<file path="src/rtl/awb_pkg.sv">
package awb_pkg;

    // Copy engine states
    typedef enum logic [0:0] {
        ST_IDLE = 1'b0,
        ST_COPY = 1'b1
    } cap_state_e;

endpackage

</file>
<file path="src/rtl/awb_ring.sv">
// Circular sample store: one write per edge, asynchronous read port
module awb_ring #(
    parameter  int W     = 9,
    parameter  int DEPTH = 200,
    localparam int PTR_W = $clog2(DEPTH)
) (
    input  logic             clk,
    input  logic             rst_n,
    input  logic [W-1:0]     wr_data,
    input  logic [PTR_W-1:0] rd_addr,
    output logic [W-1:0]     rd_data,
    output logic [PTR_W-1:0] wr_ptr
);
    logic [W-1:0] cells [DEPTH];

    always_ff @(posedge clk or negedge rst_n) begin
        if (!rst_n)
            wr_ptr <= '0;
        else if (wr_ptr == PTR_W'(DEPTH - 1))
            wr_ptr <= '0;
        else
            wr_ptr <= wr_ptr + 1'b1;
    end

    always_ff @(posedge clk) begin
        if (rst_n)
            cells[wr_ptr] <= wr_data;
    end

    assign rd_data = cells[rd_addr];
endmodule

</file>
<file path="src/rtl/awb_pend.sv">
// Small queue of window start addresses waiting for the copy engine
module awb_pend #(
    parameter  int W     = 8,
    parameter  int DEPTH = 4,
    localparam int IDX_W = $clog2(DEPTH),
    localparam int CNT_W = $clog2(DEPTH + 1)
) (
    input  logic         clk,
    input  logic         rst_n,
    input  logic         push,
    input  logic [W-1:0] din,
    input  logic         pop,
    output logic [W-1:0] head,
    output logic         full,
    output logic         empty
);
    logic [W-1:0]     slots [DEPTH];
    logic [IDX_W-1:0] wr_i, rd_i;
    logic [CNT_W-1:0] cnt;

    always_ff @(posedge clk or negedge rst_n) begin
        if (!rst_n) begin
            wr_i <= '0;
            rd_i <= '0;
            cnt  <= '0;
        end else begin
            if (push)
                wr_i <= (wr_i == IDX_W'(DEPTH - 1)) ? '0 : wr_i + 1'b1;
            if (pop)
                rd_i <= (rd_i == IDX_W'(DEPTH - 1)) ? '0 : rd_i + 1'b1;
            cnt <= cnt + CNT_W'(push) - CNT_W'(pop);
        end
    end

    always_ff @(posedge clk) begin
        if (push)
            slots[wr_i] <= din;
    end

    assign head  = slots[rd_i];
    assign full  = (cnt == CNT_W'(DEPTH));
    assign empty = (cnt == '0);
endmodule

</file>
<file path="src/rtl/awb_fifo.sv">
// Derandomizing sample FIFO with show-ahead head
module awb_fifo #(
    parameter  int W     = 10,
    parameter  int DEPTH = 150,
    localparam int IDX_W = $clog2(DEPTH),
    localparam int LVL_W = $clog2(DEPTH + 1)
) (
    input  logic             clk,
    input  logic             rst_n,
    input  logic             push,
    input  logic [W-1:0]     din,
    input  logic             pop,
    output logic [W-1:0]     dout,
    output logic [LVL_W-1:0] level
);
    logic [W-1:0]     store [DEPTH];
    logic [IDX_W-1:0] wr_i, rd_i;
    logic             pop_eff;

    assign pop_eff = pop && (level != '0);

    always_ff @(posedge clk or negedge rst_n) begin
        if (!rst_n) begin
            wr_i  <= '0;
            rd_i  <= '0;
            level <= '0;
        end else begin
            if (push)
                wr_i <= (wr_i == IDX_W'(DEPTH - 1)) ? '0 : wr_i + 1'b1;
            if (pop_eff)
                rd_i <= (rd_i == IDX_W'(DEPTH - 1)) ? '0 : rd_i + 1'b1;
            level <= level + LVL_W'(push) - LVL_W'(pop_eff);
        end
    end

    always_ff @(posedge clk) begin
        if (push)
            store[wr_i] <= din;
    end

    assign dout = store[rd_i];
endmodule

</file>
<file path="src/rtl/accept_window_buffer.sv">
module accept_window_buffer
    import awb_pkg::*;
#(
    parameter  int SMP_W      = 9,
    parameter  int PIPE_DEPTH = 200,
    parameter  int WIN_LEN    = 10,
    parameter  int EVT_DEPTH  = 15,
    parameter  int PEND_DEPTH = 4,
    parameter  int OVF_W      = 8,
    localparam int FIFO_DEPTH = WIN_LEN * EVT_DEPTH,
    localparam int PTR_W      = $clog2(PIPE_DEPTH),
    localparam int LVL_W      = $clog2(FIFO_DEPTH + 1)
) (
    input  logic             clk,
    input  logic             rst_n,
    input  logic [SMP_W-1:0] smp_in,
    input  logic [PTR_W-1:0] trig_delay,
    input  logic             accept,
    input  logic             pop,
    output logic [SMP_W-1:0] rd_data,
    output logic             rd_sof,
    output logic [LVL_W-1:0] fifo_level,
    output logic             fifo_full,
    output logic             fifo_empty,
    output logic             ovf_flag,
    output logic [OVF_W-1:0] ovf_count
);
    localparam int WIN_W = $clog2(WIN_LEN);
    localparam logic [WIN_W-1:0] K_LAST = WIN_W'(WIN_LEN - 1);

    cap_state_e       state, nxt_state;
    logic [WIN_W-1:0] k_q;
    logic [PTR_W-1:0] wr_ptr, base_now, cur_base, rd_addr, pq_head;
    logic [PTR_W:0]   addr_sum;
    logic [SMP_W-1:0] ring_q;
    logic             pq_pop, pq_full, pq_empty;
    logic             ff_push, ff_sof;
    logic [LVL_W-1:0] rsv_q;
    logic [LVL_W:0]   need;
    logic             acc_ok, acc_drop;

    // Pipeline of raw samples
    awb_ring #(.W(SMP_W), .DEPTH(PIPE_DEPTH)) i_ring (
        .clk(clk), .rst_n(rst_n), .wr_data(smp_in),
        .rd_addr(rd_addr), .rd_data(ring_q), .wr_ptr(wr_ptr)
    );

    // Start cell of the triggered crossing, modulo the ring size
    always_comb begin
        if (wr_ptr >= trig_delay)
            base_now = wr_ptr - trig_delay;
        else
            base_now = wr_ptr + PTR_W'(PIPE_DEPTH) - trig_delay;
    end

    // Admission: promised space plus this window must fit
    assign need     = (LVL_W+1)'(fifo_level) + (LVL_W+1)'(rsv_q) + (LVL_W+1)'(WIN_LEN);
    assign acc_ok   = accept && !pq_full && (need <= (LVL_W+1)'(FIFO_DEPTH));
    assign acc_drop = accept && !acc_ok;

    awb_pend #(.W(PTR_W), .DEPTH(PEND_DEPTH)) i_pend (
        .clk(clk), .rst_n(rst_n), .push(acc_ok), .din(base_now),
        .pop(pq_pop), .head(pq_head), .full(pq_full), .empty(pq_empty)
    );

    // Next state and copy-engine outputs
    always_comb begin
        nxt_state = state;
        pq_pop    = 1'b0;
        ff_push   = 1'b0;
        ff_sof    = 1'b0;
        unique case (state)
            ST_IDLE: begin
                if (!pq_empty) begin
                    pq_pop    = 1'b1;
                    nxt_state = ST_COPY;
                end
            end
            ST_COPY: begin
                ff_push = 1'b1;
                ff_sof  = (k_q == '0);
                if (k_q == K_LAST) begin
                    if (!pq_empty)
                        pq_pop = 1'b1;
                    else
                        nxt_state = ST_IDLE;
                end
            end
            default: nxt_state = ST_IDLE;
        endcase
    end

    // State register with window position and start cell
    always_ff @(posedge clk or negedge rst_n) begin
        if (!rst_n) begin
            state    <= ST_IDLE;
            k_q      <= '0;
            cur_base <= '0;
        end else begin
            state <= nxt_state;
            if (pq_pop) begin
                cur_base <= pq_head;
                k_q      <= '0;
            end else if (state == ST_COPY) begin
                k_q <= k_q + 1'b1;
            end
        end
    end

    assign addr_sum = {1'b0, cur_base} + (PTR_W+1)'(k_q);
    assign rd_addr  = (addr_sum >= (PTR_W+1)'(PIPE_DEPTH))
                    ? PTR_W'(addr_sum - (PTR_W+1)'(PIPE_DEPTH))
                    : addr_sum[PTR_W-1:0];

    awb_fifo #(.W(SMP_W + 1), .DEPTH(FIFO_DEPTH)) i_fifo (
        .clk(clk), .rst_n(rst_n), .push(ff_push), .din({ff_sof, ring_q}),
        .pop(pop), .dout({rd_sof, rd_data}), .level(fifo_level)
    );

    // Samples promised to admitted windows but not yet written
    always_ff @(posedge clk or negedge rst_n) begin
        if (!rst_n)
            rsv_q <= '0;
        else
            rsv_q <= rsv_q + (acc_ok ? LVL_W'(WIN_LEN) : '0) - LVL_W'(ff_push);
    end

    // Drop reporting
    always_ff @(posedge clk or negedge rst_n) begin
        if (!rst_n) begin
            ovf_flag  <= 1'b0;
            ovf_count <= '0;
        end else if (acc_drop) begin
            ovf_flag <= 1'b1;
            if (ovf_count != '1)
                ovf_count <= ovf_count + 1'b1;
        end
    end

    assign fifo_full  = (fifo_level == LVL_W'(FIFO_DEPTH));
    assign fifo_empty = (fifo_level == '0);
endmodule

</file>
<file path="config.mk">
export PLATFORM = sky130hd
export DESIGN_NAME = accept_window_buffer
export DESIGN_NICKNAME = d
export VERILOG_FILES = /design/src/rtl/awb_pkg.sv /design/src/rtl/awb_ring.sv /design/src/rtl/awb_pend.sv /design/src/rtl/awb_fifo.sv /design/src/rtl/accept_window_buffer.sv
export SDC_FILE = /design/constraint.sdc
export NUM_CORES = 2
export LEC_CHECK = 0
export ABC_AREA = 1
export BUFFER_PORTS_ARGS = -buffer_cell sky130_fd_sc_hd__buf_2
export CAP_MARGIN = 5
export CORE_MARGIN = 2
export CORE_UTILIZATION = 60
export DETAILED_ROUTE_END_ITERATION = 8
export MAX_ROUTING_LAYER = met4
export PLACE_DENSITY_LB_ADDON = 0.15
export SLEW_MARGIN = 20
export SYNTH_ARGS = -nofsm -noshare
export SYNTH_HDL_FRONTEND = slang
export SYNTH_SLANG_ARGS = --single-unit
</file>
<file path="constraint.sdc">
create_clock -name clk -period 12.25 [get_ports clk]
set_input_delay 0.6125 -clock clk [delete_from_list [all_inputs] [get_ports clk]]
set_output_delay 0.6125 -clock clk [all_outputs]
set_load 0.02 [all_outputs]
</file>
Word level (Yosys, flattened, before mapping)
Memory sizes are Yosys's and may differ from the RTL's. A register that Yosys moved wholly into a read port is not among the register bits.
Cells that the tools add are included.
Operators by class
  $add $sub $neg: 20
  $mul: 0
  div/mod/pow operators: 0
  order comparisons: 3
  eq/ne operators: 9
  shift operators: 0
  muxes and demuxes: 23
  bitwise operators: 1
  reductions and logical operators: 13
Operators by type and width (count)
  8-bit two-way mux: 5
  8-bit by 1-bit adder with 8-bit output (second input constant): 4
  8-bit == test (second input constant): 4
  8-bit by 1-bit subtractor with 8-bit output: 2
  8-bit subtractor: 2
  4-bit two-way mux: 3
  1-bit two-way mux: 11
  8-bit by 4-bit adder with 9-bit output: 1
  8-bit by 8-bit adder with 9-bit output: 1
  9-bit by 4-bit adder with 9-bit output (second input constant): 1
  9-bit by 8-bit greater-or-equal comparator with 1-bit output (second input constant): 1
  9-bit by 8-bit less-or-equal comparator with 1-bit output (second input constant): 1
  8-bit by 1-bit adder with 8-bit output: 1
  8-bit by 4-bit adder with 8-bit output: 1
  8-bit adder (second input constant): 1
  8-bit greater-or-equal comparator: 1
  8-bit zero test: 1
  8-bit != test (second input constant): 1
  8-bit nonzero test: 1
  8-bit subtractor (second input constant): 1
  2-bit by 1-bit adder with 2-bit output (second input constant): 2
  4-bit by 1-bit adder with 4-bit output (second input constant): 1
  2-bit == test (second input constant): 2
  4-bit == test (second input constant): 1
  other kinds (12): 19
Word-level totals
  flip-flop bits (word level): 61
  bits in latches: 0
  memory bits (writable): 3332
  ROM bits: 0
  input port bits: 21
  output and inout bits: 29
  word-level logic and storage cells: 84
  memories: 3
Memories
  i_ring.cells: depth 200, bits a word 9, read ports 1, clocked after Yosys merged registers in 0, write ports 1, RTL line awb_ring.sv:14  | logic [W-1:0] cells [DEPTH];
  i_fifo.store: depth 150, bits a word 10, read ports 1, clocked after Yosys merged registers in 0, write ports 1, RTL line awb_fifo.sv:16  | logic [W-1:0] store [DEPTH];
  i_pend.slots: depth 4, bits a word 8, read ports 1, clocked after Yosys merged registers in 1, write ports 1, RTL line awb_pend.sv:17  | logic [W-1:0] slots [DEPTH];

Longest topological paths before layout
  depth after elaboration: 7
  gate-level depth with buffers: 27
  gate-level depth less buffers: 27

Hierarchy
A second synthesis with hierarchy kept.
Second synthesis, totals
  cell total of the unflattened synthesis: 12815
  area total of the unflattened synthesis: 142894.5 um^2
By module, submodules not included
  awb_ring: instances 1, cells each 6204, area an instance 73466.7 um^2, seq. area each 54252.0 um^2
  awb_fifo: instances 1, cells each 6003, area an instance 64358.0 um^2, seq. area each 45643.8 um^2
  accept_window_buffer: instances 1, cells each 432, area an instance 3290.7 um^2, seq. area each 750.7 um^2
  awb_pend: instances 1, cells each 176, area an instance 1779.2 um^2, seq. area each 1136.1 um^2

Worst setup path before layout
No wires, ideal clock.
  path type: reg2reg
  from: register state
  to: memory i_fifo.store[0][9], data pin
  setup time: 1315 ps
  data arrival time: 6702 ps
  required time: 10935 ps
  slack: 4233 ps
  stages on the path, launching flop included: 5
  path buffers: 2
  period minus slack after synthesis: 8017 ps
  path through: dfrtp_1 clkbuf_1 buf_1 nand2_1 nor3_1
Between the ends
  cells in the longest elaborated chain, start to end: 1
Ends and longest elaborated chain
  from (decl): RTL line accept_window_buffer.sv:31  | cap_state_e state, nxt_state;
  from (signal assigned): RTL line accept_window_buffer.sv:100  | state <= nxt_state;
  1-bit two-way mux: RTL line accept_window_buffer.sv:72  | unique case (state)
  named net ff_sof: RTL line accept_window_buffer.sv:37  | logic ff_push, ff_sof;
  to (decl): RTL line awb_fifo.sv:16
The timed path passes the listed nets, and every way through them passes these cells.

Final worst setup path
  from: register k_q[0]
  to: memory i_fifo.store[29][1], data pin
Between the ends
  cells in the longest elaborated chain, start to end: 4
  elaborated cells on any way between the ends: 5
  classes of those cells: add/sub (2); order compare (1); mux (1); memory (1)
Ends and longest elaborated chain
  from (decl): RTL line accept_window_buffer.sv:32  | logic [WIN_W-1:0] k_q;
  from (signal assigned): RTL line accept_window_buffer.sv:105  | k_q <= k_q + 1'b1;
  8-bit by 4-bit adder with 9-bit output *: RTL line accept_window_buffer.sv:110  | assign addr_sum = {1'b0, cur_base} + (PTR_W+1)'(k_q);
  8-bit subtractor or 9-bit by 8-bit greater-or-equal comparator with 1-bit output (tied branches): RTL line accept_window_buffer.sv:112, accept_window_buffer.sv:111
  8-bit two-way mux *: RTL line accept_window_buffer.sv:112  | ? PTR_W'(addr_sum - (PTR_W+1)'(PIPE_DEPTH))
  memory read 200 x 9 bit *
  named net i_fifo.din[1]: RTL line awb_fifo.sv:11  | input logic [W-1:0] din,
Mark *: on every way through the listed nets, which the timed path passes. The rest lies on a longest branch.

==> metrics.cfg <==
[yosys]
synth_edf_count = 3332
ys_ff_latch = 3401
netlist_area_um2 = 137000
synth_nets = 10648
syn_inst = 10538
yosysSeqAreaShare_pct = 74.6
synth_ff_type = edfxtp_1
yosysWarningCount = 0
async_reset_ff_share_pct = 2.03
syn_avg_cell_area_um2 = 13.0
yosysUniqueCellTypes = 54

[floorplan]
die_w_um = 481
start_util_pct = 60.2
die_y_um = 481
fp.dieArea_um2 = 231000
core_um2 = 227000
num_rows = 175
io_pins = 50

[critical_path]
timing_worst_setup_path_type = reg2reg
path_cells = ha_4 -> fa_4 -> buf_4 -> buf_4 -> buf_4 -> o21ai_0 -> o221ai_1 -> o21ai_0 -> nand2_1 -> nand3_1 -> nand3_1 -> nand3_1 -> nand2_1 -> nand2_1 -> nand2_4 -> buf_6
rr_startpoint = k_q[0]
required_ns = 12.85
start_kind = register
slowest_delay_ns = 1.25
crit_fanout = 100
reg2reg_to = i_fifo.store[29][1]
r2r_cells = 16
r2r_slack_ns = 4.41
slowest_stage = fa_4
cp-end-kind = register
crit_arrival_ns = 8.44

[timing]
fin_worst_skew_ns = 0.0912
fmax_mhz = 128
rsz0062_at_grt = no
finalCritPeriodShare_pct = 64.0
worst_slew_pin_slew_ns = 1.21
layout_min_cycle_time_ns = 7.84
fin_setup_tns_ns = 0
setup_viol = 0
final_max_slew_viol_count = 0
finalHoldViolCount = 0
maxSlewHeadroom_pct = 19.1

[grt]
antenna_found_initial = 2
grt_max_degree = 187
grt_pass1_vias = 84355
grt_pass1_wl_um = 539000
grt_overflow = 0
grt_usage_pct = 32.1

[clocking]
post_cts_buffers = 0
cts-resized-gates = 0
cts_tree = yes
cts.clk_slew.worst_paths_ns = 0.06
cts_buffers = 350
cts_max_level = 5
cts_root_buf = clkbuf_16
cts_sinks = 3401
clk-insertion-delay-late_ns = 1.01
clock_path_buffers = 4

[place]
place_hpwl_um = 203000
gp_congestion = 0.911
numPortBuffers = 49

[routing]
wl_per_cell_um = 26.8
drt_iter0_drc = 11272
vias = 88547
drtAntennaViolNets = 0
vias_per_cell = 6.50
wl_um = 364000
drcViolationCount = 0
dr.pass1.iters = 6

[layout]
syn_to_final_growth_pct = 9.88
fin_nets = 10445
final_cell_mix = edfxtp_1, nor2_1, o21ai_0
final_common_cell = edfxtp_1
fill_cells = 16087
layout-drive-gt1-share_pct = 7.31

[min_path]
hold_class = in2reg
hold_depth = 1
hold_end = i_ring.cells[155][7]
min_from = smp_in[7]

[run]
max-cap-violations = 0

[status]
run_status = completed

[per-layer routing]
| metal | GRT usage, % | vias up | wire [µm] |
|---|---|---|---|
| met4 | 15.3 | 0 | 18700 |
| met2 | 49.5 | 4726 | 175000 |
| met3 | 5.10 | 827 | 32800 |
| li1 | - | 38933 | - |
| met1 | 42.0 | 44061 | 138000 |
| met5 | - | - | 0 |
[repair_timing]
action | 4_1_cts | 5_1_grt
hold buffers | 2 | 0
endpoints found under the setup margin | 0 | 0
endpoints found under the hold margin | 35 | 0
[critical path: cells and delay by family (launching register included)]
kind,cells,cell delay [ns]
flip-flops,1,0.44
adder cells (fa/ha/maj),2,1.45
buffers and inverters,4,3.13
AO/OA/AOI/OAI,3,0.66
AND/OR/NAND/NOR,7,1.42
[synth_stat cells (all sizes together) (5+ instances only)]
cell type,n,share of area [%]
nand3,388,1.4
o21a,5,0.028
a21oi,75,0.27
o221ai,320,2.1
a22o,11,0.071
clkbuf,583,1.6
a31oi,25,0.11
nor2,2124,5.8
o22ai,486,2.2
xor2,28,0.19
fa,11,0.16
xnor2,10,0.064
nand2,524,1.5
o21ai,1970,7.2
o211ai,71,0.39
buf,169,0.64
inv,158,0.44
dfrtp,69,1.3
nand4,29,0.13
nor3,31,0.11
edfxtp,3332,73
ha,78,0.71
[worst max-delay path by stage]
stage           start  slack, ns  cells after the start                   to
6_report       k_q[0]       4.41                     16  i_fifo.store[29][1]
5_1_grt        k_q[0]       4.16                     16  i_fifo.store[71][4]
4_1_cts        k_q[0]       4.27                     16  i_fifo.store[17][1]
3_5_place_dp   k_q[0]       4.32                     16  i_fifo.store[31][1]
3_3_place_gp   k_q[0]       4.34                     16  i_fifo.store[28][1]
2_1_floorplan   state       4.23                      4   i_fifo.store[0][9]
[registers in the layout (all words and copies together), names as in the netlist]
name / count
rsv_q: 8
ovf_count: 8
i_ring.cells: 1800
i_fifo.rd_i: 8
i_fifo.wr_i: 8
i_pend.cnt: 3
i_ring.wr_ptr: 8
cur_base: 8
i_fifo.store: 1500
i_fifo.level: 8
i_pend.slots: 32
ovf_flag: 1
k_q: 4
state: 1
i_pend.wr_i: 2
i_pend.rd_i: 2
[through the flow]
stage | worst slack (ns) | instance area (µm²) | instances | hold WS, ns | util [%]
floorplan | 4.23 | 137000 | 10538 | 0.317 | -
global placement | 4.34 | 139000 | 12986 | 0.450 | 61.2
detailed placement | 4.32 | 139000 | 12987 | 0.448 | 61.2
CTS | 4.27 | 150000 | 13611 | 0.0202 | 66.0
global route | 4.16 | 150000 | 13616 | 0.0600 | 66.1
finish | 4.41 | 150000 | 13619 | 0.0675 | 66.1
[final cells by class]
type                            count  area (µm²)  area share (%)
Sequential cell                  3401      102000            67.9
Inverter                          162         651           0.434
Tap cell                         3009        3760            2.51
Clock inverter                    196        1740            1.16
Antenna cell                        5        12.5         0.00834
Timing Repair Buffer              197        1550            1.04
Multi-Input combinational cell   6223       31300            20.9
Clock buffer                      426        9200            6.13
[cells by family (layout without fill, tap and decap cells)]
group,Yosys count,count (layout),share of synthesized area [%]
xor+xnor,38,38,0.255
other cells,0,5,0
buf+inv,914,981,2.69
simple gates,3111,3111,9.08
flops,3401,3401,74.6
compound gates,2982,2982,12.5
mux,3,3,0.0220
fa+ha+maj,89,89,0.876
Power is left out: the tool's default activity adds up to more than one toggle a clock period on the data nets, which glitch-free logic cannot reach.
